## config.mk

```make
export PLATFORM = sky130hd
export DESIGN_NAME = rbl_migrate_ctrl
export DESIGN_NICKNAME = d
export VERILOG_FILES = /design/src/rtl/rbl_pkg.sv /design/src/rtl/rbl_quantum_timer.sv /design/src/rtl/rbl_open_rows.sv /design/src/rtl/rbl_stats_table.sv /design/src/rtl/rbl_migrate_ctrl.sv
export SDC_FILE = /design/constraint.sdc
export NUM_CORES = 2
export LEC_CHECK = 0
export ABC_AREA = 1
export BUFFER_PORTS_ARGS = -buffer_cell sky130_fd_sc_hd__buf_4
export CORE_MARGIN = 2
export CORE_UTILIZATION = 45
export CTS_CLUSTER_DIAMETER = 100
export DETAILED_ROUTE_END_ITERATION = 8
export GPL_ROUTABILITY_DRIVEN = 0
export PLACE_DENSITY_LB_ADDON = 0.12
export SLEW_MARGIN = 20
export SYNTH_ARGS = -nofsm -noshare
export SYNTH_HDL_FRONTEND = slang
export SYNTH_SLANG_ARGS = --single-unit
export TNS_END_PERCENT = 30
```

## constraint.sdc

```tcl
create_clock -name clk -period 85.1 [get_ports clk]
set_input_delay 4.255 -clock clk [delete_from_list [all_inputs] [get_ports clk]]
set_output_delay 4.255 -clock clk [all_outputs]
set_load 0.03 [all_outputs]
```

## src/rtl/rbl_pkg.sv

```systemverilog
package rbl_pkg;
  typedef enum logic [1:0] {
    ACT_NONE    = 2'd0,
    ACT_UPDATE  = 2'd1,
    ACT_ALLOC   = 2'd2,
    ACT_RETIRE  = 2'd3
  } tbl_act_e;
endpackage

```

## src/rtl/rbl_quantum_timer.sv

```systemverilog
module rbl_quantum_timer #(
  parameter int QUANTUM = 65536,
  localparam int STAMP_W = $clog2(QUANTUM)
) (
  input  logic               clk,
  input  logic               rst,
  output logic [STAMP_W-1:0] stamp,
  output logic               q_end
);
  logic [STAMP_W-1:0] cnt_q;

  assign stamp = cnt_q;
  assign q_end = (cnt_q == STAMP_W'(QUANTUM - 1));

  always_ff @(posedge clk) begin
    if (rst)        cnt_q <= '0;
    else if (q_end) cnt_q <= '0;
    else            cnt_q <= cnt_q + 1'b1;
  end
endmodule

```

## src/rtl/rbl_open_rows.sv

```systemverilog
module rbl_open_rows #(
  parameter int NUM_BANKS = 8,
  parameter int ROW_W     = 14,
  localparam int BANK_W   = $clog2(NUM_BANKS)
) (
  input  logic              clk,
  input  logic              rst,
  input  logic              acc_valid,
  input  logic [BANK_W-1:0] acc_bank,
  input  logic [ROW_W-1:0]  acc_row,
  output logic              row_hit
);
  logic [NUM_BANKS-1:0] open_vld;
  logic [ROW_W-1:0]     open_row [NUM_BANKS];

  assign row_hit = open_vld[acc_bank] && (open_row[acc_bank] == acc_row);

  for (genvar g = 0; g < NUM_BANKS; g++) begin : g_bank
    logic sel;
    assign sel = acc_valid && (acc_bank == BANK_W'(g));

    always_ff @(posedge clk) begin
      if (rst)      open_vld[g] <= 1'b0;
      else if (sel) open_vld[g] <= 1'b1;
    end

    always_ff @(posedge clk) begin
      if (sel) open_row[g] <= acc_row;
    end
  end
endmodule

```

## src/rtl/rbl_stats_table.sv

```systemverilog
module rbl_stats_table
  import rbl_pkg::*;
#(
  parameter int KEY_W   = 17,
  parameter int DEPTH   = 32,
  parameter int CNT_W   = 4,
  parameter int STAMP_W = 16,
  localparam int IDX_W  = $clog2(DEPTH)
) (
  input  logic               clk,
  input  logic               rst,
  input  logic               clear_all,
  input  logic               lookup_en,
  input  logic [KEY_W-1:0]   key,
  input  logic [CNT_W-1:0]   thresh,
  input  logic [STAMP_W-1:0] stamp,
  output logic               fire
);
  logic [DEPTH-1:0]   ent_valid;
  logic [KEY_W-1:0]   ent_key   [DEPTH];
  logic [CNT_W-1:0]   ent_cnt   [DEPTH];
  logic [STAMP_W-1:0] ent_stamp [DEPTH];

  logic [DEPTH-1:0]   match_vec;
  logic               hit_any;
  logic [IDX_W-1:0]   hit_idx;
  logic               free_any;
  logic [IDX_W-1:0]   free_idx;
  logic [IDX_W-1:0]   lru_idx;
  logic [STAMP_W-1:0] lru_stamp;
  logic [CNT_W-1:0]   cnt_cur;
  logic [CNT_W-1:0]   cnt_next;
  logic [IDX_W-1:0]   tgt_idx;
  tbl_act_e           act;

  for (genvar g = 0; g < DEPTH; g++) begin : g_match
    assign match_vec[g] = ent_valid[g] && (ent_key[g] == key);
  end

  always_comb begin
    hit_any = 1'b0;
    hit_idx = '0;
    for (int i = 0; i < DEPTH; i++) begin
      if (match_vec[i]) begin
        hit_any = 1'b1;
        hit_idx = IDX_W'(i);
      end
    end
  end

  always_comb begin
    free_any = 1'b0;
    free_idx = '0;
    for (int i = DEPTH - 1; i >= 0; i--) begin
      if (!ent_valid[i]) begin
        free_any = 1'b1;
        free_idx = IDX_W'(i);
      end
    end
  end

  always_comb begin
    lru_idx   = '0;
    lru_stamp = ent_stamp[0];
    for (int i = 1; i < DEPTH; i++) begin
      if (ent_stamp[i] < lru_stamp) begin
        lru_idx   = IDX_W'(i);
        lru_stamp = ent_stamp[i];
      end
    end
  end

  always_comb begin
    cnt_cur  = hit_any ? ent_cnt[hit_idx] : '0;
    cnt_next = (cnt_cur == {CNT_W{1'b1}}) ? cnt_cur : cnt_cur + 1'b1;
    fire     = lookup_en && (cnt_next >= thresh);
    tgt_idx  = hit_any ? hit_idx : (free_any ? free_idx : lru_idx);
    if (!lookup_en)   act = ACT_NONE;
    else if (fire)    act = hit_any ? ACT_RETIRE : ACT_NONE;
    else              act = hit_any ? ACT_UPDATE : ACT_ALLOC;
  end

  always_ff @(posedge clk) begin
    if (rst || clear_all) begin
      ent_valid <= '0;
    end else begin
      case (act)
        ACT_RETIRE: ent_valid[tgt_idx] <= 1'b0;
        ACT_ALLOC:  ent_valid[tgt_idx] <= 1'b1;
        default:    ;
      endcase
    end
  end

  always_ff @(posedge clk) begin
    if (act == ACT_UPDATE || act == ACT_ALLOC) begin
      ent_key[tgt_idx]   <= key;
      ent_cnt[tgt_idx]   <= cnt_next;
      ent_stamp[tgt_idx] <= stamp;
    end
  end
endmodule

```

## src/rtl/rbl_migrate_ctrl.sv

```systemverilog
module rbl_migrate_ctrl #(
  parameter int NUM_BANKS = 8,
  parameter int ROW_W     = 14,
  parameter int TBL_DEPTH = 32,
  parameter int CNT_W     = 4,
  parameter int QUANTUM   = 65536,
  localparam int BANK_W   = $clog2(NUM_BANKS),
  localparam int KEY_W    = BANK_W + ROW_W,
  localparam int STAMP_W  = $clog2(QUANTUM)
) (
  input  logic              clk,
  input  logic              rst,
  input  logic              acc_valid,
  input  logic [BANK_W-1:0] acc_bank,
  input  logic [ROW_W-1:0]  acc_row,
  input  logic [CNT_W-1:0]  cfg_threshold,
  output logic              rsp_valid,
  output logic              rsp_row_hit,
  output logic              mig_valid,
  output logic [BANK_W-1:0] mig_bank,
  output logic [ROW_W-1:0]  mig_row
);
  logic               row_hit;
  logic               q_end;
  logic [STAMP_W-1:0] stamp;
  logic               lookup_en;
  logic               fire;

  rbl_quantum_timer #(.QUANTUM(QUANTUM)) u_timer (
    .clk   (clk),
    .rst   (rst),
    .stamp (stamp),
    .q_end (q_end)
  );

  rbl_open_rows #(.NUM_BANKS(NUM_BANKS), .ROW_W(ROW_W)) u_rows (
    .clk       (clk),
    .rst       (rst),
    .acc_valid (acc_valid),
    .acc_bank  (acc_bank),
    .acc_row   (acc_row),
    .row_hit   (row_hit)
  );

  assign lookup_en = acc_valid && !row_hit && !q_end;

  rbl_stats_table #(
    .KEY_W(KEY_W), .DEPTH(TBL_DEPTH), .CNT_W(CNT_W), .STAMP_W(STAMP_W)
  ) u_table (
    .clk       (clk),
    .rst       (rst),
    .clear_all (q_end),
    .lookup_en (lookup_en),
    .key       ({acc_bank, acc_row}),
    .thresh    (cfg_threshold),
    .stamp     (stamp),
    .fire      (fire)
  );

  always_ff @(posedge clk) begin
    if (rst) begin
      rsp_valid   <= 1'b0;
      rsp_row_hit <= 1'b0;
      mig_valid   <= 1'b0;
      mig_bank    <= '0;
      mig_row     <= '0;
    end else begin
      rsp_valid   <= acc_valid;
      rsp_row_hit <= acc_valid && row_hit;
      mig_valid   <= fire;
      if (fire) begin
        mig_bank <= acc_bank;
        mig_row  <= acc_row;
      end
    end
  end
endmodule

```

### Yosys cells after proc, flatten, opt, wreduce, memory -nomap -nowiden

Memories as Yosys holds them, arrays and structs flattened.
Index checks and enable logic that the tools add are counted.

* equality and inequality tests: 45
* magnitude comparators: 35
* mux-type cells: 240
* reductions and logical operators: 60
* bitwise operators: 3
* $mul: 0
* add/subtract/negate cells: 2
* shifts and indexed selects: 0
* divide/modulo/power cells: 0

Operators with widths (count)
* $eq 17x17->1: 32
* $lt 16x16->1: 31
* $mux 16: 30
* $mux 5: 66
* $mux 14: 7
* $reduce_or 14->1: 7
* $mux 1: 93
* $mux 4: 18
* $pmux 32 s2: 1
* $logic_and 1x1->1: 46
* $mux 3: 15
* $and 32x32->32: 1
* $not 32->32: 1
* $or 32x32->32: 1
* $add 16x1->16 const B: 1
* $eq 16x16->1 const B: 1
* $mux 2: 8
* $eq 14x14->1: 1
* $eq 3x3->1 const B: 4
* $eq 3x2->1 const B: 2
* $lt 5x6->1 const B: 1
* $demux 1 s5: 1
* $ge 5x1->1 const B: 1
* $add 4x1->4 const B: 1
* other kinds (12): 15

* word-level logic and storage cells: 404
* input port bits: 24
* ROM bits: 0
* memories kept: 4
* output and inout bits: 20
* latch bits: 0
* bits in registers: 76
* bits in writable memories: 1296

Memory list
* u_table.ent_key: depth 32, bits a word 17, read ports 32, clocked after Yosys merged registers in 0, write ports 1, RTL line rbl_stats_table.sv:20 `logic [KEY_W-1:0] ent_key [DEPTH];`
* u_table.ent_stamp: depth 32, bits a word 16, read ports 32, clocked after Yosys merged registers in 0, write ports 1, RTL line rbl_stats_table.sv:22 `logic [STAMP_W-1:0] ent_stamp [DEPTH];`
* u_table.ent_cnt: depth 32, bits a word 4, read ports 1, clocked after Yosys merged registers in 0, write ports 1, RTL line rbl_stats_table.sv:21 `logic [CNT_W-1:0] ent_cnt [DEPTH];`
* u_rows.open_row: depth 8, bits a word 14, read ports 1, clocked after Yosys merged registers in 0, write ports 1, RTL line rbl_open_rows.sv:14 `logic [ROW_W-1:0] open_row [NUM_BANKS];`

### Longest topological paths before layout

An unclocked memory read counts as a cell.

* depth after elaboration: 72
* mapped depth: 391
* gate-level depth less buffers: 349

### Cells and area by module

A second synthesis with hierarchy kept.

* cell total of the unflattened synthesis: 6542
* area, all modules: 69948.3 um^2

Modules (own cells, without submodules)
* rbl_stats_table: instances 1, cells each 5814, area an instance 63215.6 um^2, sequential area each 36194.7 um^2
* rbl_open_rows: instances 1, cells each 493, area an instance 5068.6 um^2, sequential area each 3523.4 um^2
* rbl_quantum_timer: instances 1, cells each 117, area an instance 845.8 um^2, sequential area each 320.3 um^2
* rbl_migrate_ctrl: instances 1, cells each 118, area an instance 818.3 um^2, sequential area each 400.4 um^2

### Worst setup path after synthesis

Ideal clock, no wire load.

* kind: reg2reg
* start: memory u_table.ent_stamp[1][9]
* end: memory u_table.ent_cnt[16][0] (enable)
* cell stages (with the launch flop): 323
* library setup time: 0.477 ns
* path buffers: 58
* clock period less this slack: 59.434 ns
* required time: 84.623 ns
* setup slack: 25.666 ns
* arrival: 58.957 ns
* path through: edfxtp_1 -> ha_1 -> nand2_1 -> inv_1 -> o21ai_1 -> a21oi_2 -> nor2_4 -> nand2_4 -> buf_6 -> buf_2 -> nand2_1 -> o21ai_0 -> ha_1 -> a21oi_1 -> o21ai_1 -> nand3_1 -> a21oi_1 -> a211oi_4 -> (+287 left out) -> a2111oi_0 -> nand2_2 -> clkbuf_1 -> o21ai_0 -> ha_1 -> nand2_1 -> inv_1 -> nand3_1 -> a31oi_1 -> a2111oi_0 -> nand2_2 -> nand2_1 -> nand2_1 -> nand2_4 -> nand2_2 -> nor2_8 -> inv_4 -> nor3_1

RTL lines (RTL line)
* start, declared: rbl_stats_table.sv:22
* end, declared: rbl_stats_table.sv:21

==> results.ini <==
[grt]
grt_max_degree = 66
grt_antenna_before_repair = 9
grtUsageTotal_pct = 25.6
grt_overflow_total = 0
grt_pass1_vias = 48000
grt_pass1_wl_um = 302000

[sta]
fin_tns_setup_ns = 0
rsz0062_at_grt = false
hold_viol_final = 0
finClkSkew_ns = 0.0671
min_period_ns = 60.48
fin_crit_sh_pct = 71.1
worstMarginPinSlew_ns = 1.11
maxSlewHeadroom_pct = 25.4
clock.fmax_mhz = 16.5
drv_slew = 0
setup_viol = 0

[clock_tree]
h-tree-depth = 4
numCtsBuffers = 152
clock-sinks = 1372
cts_setup_buffers = 0
clk_pin_slew_ns = 0.06
cts_resized = 0
cts_tree = built
cts_hold_buf = 0
clock_latency_ns = 0.80
root_buffer = clkbuf_16
cts_buffer_depth = 3

[synthesis]
synth-seq-cells = 1372
synth_top_cells_by_area = edfxtp_1 (56%), nand2_1 (7.8%), ha_1 (7.6%)
syn_area_per_cell_um2 = 10.8
synthArstFlopShare_pct = 0
synth_fp_nets = 6833
syn-instance-count = 6392
yosys_warnings = 0
synth_edf_count = 1296
synth.cell_area_um2 = 69000
ys_seq_area_share_pct = 58.6
synth.top_cell.area_share_pct = 56.4
ys_types = 68
synth_area_leader_cell = edfxtp_1
dominantRegCellSynth = edfxtp_1

[pwr]
p_sw_share_pct = 41.4
power.leakage_nw = 28.2
peakVddDrop_mv = 0.0591
power_switching_mw = 1.06
power.density_nw_per_um2 = 33.3
fin_total_pwr_mw = 2.55
power_frac_seq_pct = 29.1
pwr-share-comb_pct = 44.8
p_int_mw = 1.49
p_clk_share_pct = 26.1

[setup_path]
crit_required_ns = 85.51
arrival_ns = 60.89
worst_path_largest_cell_delay_ns = 0.79
end_kind = flop
slowest_stage = a2111oi_1
reg2reg_depth = 235
start_kind = flop
path_class = flop to flop
worstPathMaxFanout = 34

[drt]
drc = 0
ant_nets = 0
avgViaCountPerCell = 5.78
vias = 49700
wl_um = 203000
wl_per_cell_um = 23.6
drtIter0Drc = 4491
drt-pass1-iter-count = 6

[hold_path]
hold_path_class = flop to flop
holdPathStages = 2

[finish]
final_cells = 8606
drive_gt1_share_pct = 10.4
nets = 6895
layout_common_cells = nand2_1 (1,439), edfxtp_1 (1,296), o21ai_0 (608)
final_common_cell = nand2_1
syn2layout_area_growth_pct = 11.1

[floorplanning]
die_w_um = 396
rows = 143
coreArea_um2 = 152000
die_h_um = 396
dieArea_um2 = 156000
initial_core_util_pct = 45.4
ioPinCount = 44

[placed_design]
post-dp-hpwl_um = 129000
dp.cells = 8329
portBuffers = 43

[run]
max-cap-violations = 0

[run_status]
outcome = finished clean

-- through the flow --
| step | utilization [%] | instance area (um2) | hold slack [ns] | worst slack [ns] |
|---|---|---|---|---|
| after global placement | 47.1 | 71600 | 0.449 | 24.62 |
| after detailed placement | 47.1 | 71600 | 0.465 | 23.68 |
| after floorplan | - | 69000 | 0.440 | 25.67 |
| after CTS | 50.4 | 76600 | 0.479 | 23.46 |
| after global routing | 50.4 | 76600 | 0.518 | 17.78 |
| final | 50.4 | 76700 | 0.476 | 24.62 |
-- per-layer routing --
layer / part of all wire, % / global-route usage, % / vias to the layer above
met5: 0.0064 / 0 / -
met2: 48 / 43.3 / 1790
met4: 2.4 / 7.18 / 2
li1: - / - / 23300
met3: 6.3 / 3.19 / 306
met1: 43 / 34.8 / 24300
-- final timing paths --
path	startpoint	end	slack, ns
worst max-delay path	u_table.ent_stamp[1][5]$_DFFE_PP_	u_table.ent_key[29][3]$_DFFE_PP_	24.62
worst min-delay path	u_rows.open_vld[1]$_SDFFE_PP0P_	u_rows.open_vld[1]$_SDFFE_PP0P_	0.48
worst max register to register	u_table.ent_stamp[1][5]$_DFFE_PP_	u_table.ent_key[29][3]$_DFFE_PP_	24.62
worst min register to register	u_rows.open_vld[1]$_SDFFE_PP0P_	u_rows.open_vld[1]$_SDFFE_PP0P_	0.48
-- Yosys cell counts, types with 9 or more instances --
master,number
a2111oi_0,25
o21bai_1,30
nand2_4,17
nand2_1,1440
clkbuf_8,20
a22oi_1,58
a221oi_1,56
buf_6,16
nand3_1,317
or2_2,66
mux2i_1,12
nor3_1,31
a31oi_1,16
a22o_1,50
o22ai_1,99
nor2_1,391
nor2_2,10
clkbuf_1,153
dfxtp_1,76
nand2_2,96
nand3b_1,30
and3_1,9
buf_1,27
ha_1,417
xnor2_1,61
o21ai_0,608
o211ai_1,16
inv_1,284
nor3_2,26
a21oi_1,209
nor4_1,70
buf_4,30
xor2_1,71
edfxtp_1,1296
a211oi_1,51
nand4_1,92
-- logic make-up after synthesis --
kind of cell | share of synthesized area, %
AO/OA/AOI/OAI | 11.1
XOR/XNOR | 1.68
adder cells (fa/ha/maj) | 7.56
buffers and inverters | 3.77
flip-flops | 58.6
multiplexers | 0.190
AND/OR/NAND/NOR | 17.0
-- state kept, by name (all words and copies together) (netlist names), named ones only --
register           cells
mig_row               14
mig_valid              1
u_table.ent_cnt      128
u_rows.open_row      112
u_rows.open_vld        8
u_table.ent_stamp    512
rsp_row_hit            1
rsp_valid              1
u_timer.stamp         16
u_table.ent_key      544
mig_bank               3
-- cell type report --
| type | count | area [um2] |
|---|---|---|
| Timing Repair Buffer | 163 | 1220 |
| Antenna cell | 5 | 12.5 |
| Inverter | 306 | 1170 |
| Clock inverter | 84 | 1060 |
| Sequential cell | 1372 | 40500 |
| Tap cell | 2030 | 2540 |
| Fill cell | 13600 | 75400 |
| Clock buffer | 187 | 3980 |
| Multi-Input combinational cell | 4459 | 26200 |
-- power groups by stage --
stage / logic (mW) / clock network, mW / registers [mW]
2_1_floorplan: 0.912 / 0 / 0.755
3_3_place_gp: 1.10 / 0 / 0.755
3_5_place_dp: 1.13 / 0 / 0.755
4_1_cts: 1.14 / 0.678 / 0.741
5_1_grt: 1.32 / 0.703 / 0.741
6_report: 1.14 / 0.667 / 0.741
-- worst max-delay path: cells and delay by family, from the launching register on --
family / cells / cell delay, ns
AND/OR/NAND/NOR: 78 / 14.51
flip-flops: 1 / 0.41
adder cells (fa/ha/maj): 31 / 9.97
AO/OA/AOI/OAI: 105 / 30.87
buffers and inverters: 21 / 4.13
Power figures use the tool's default switching activity.
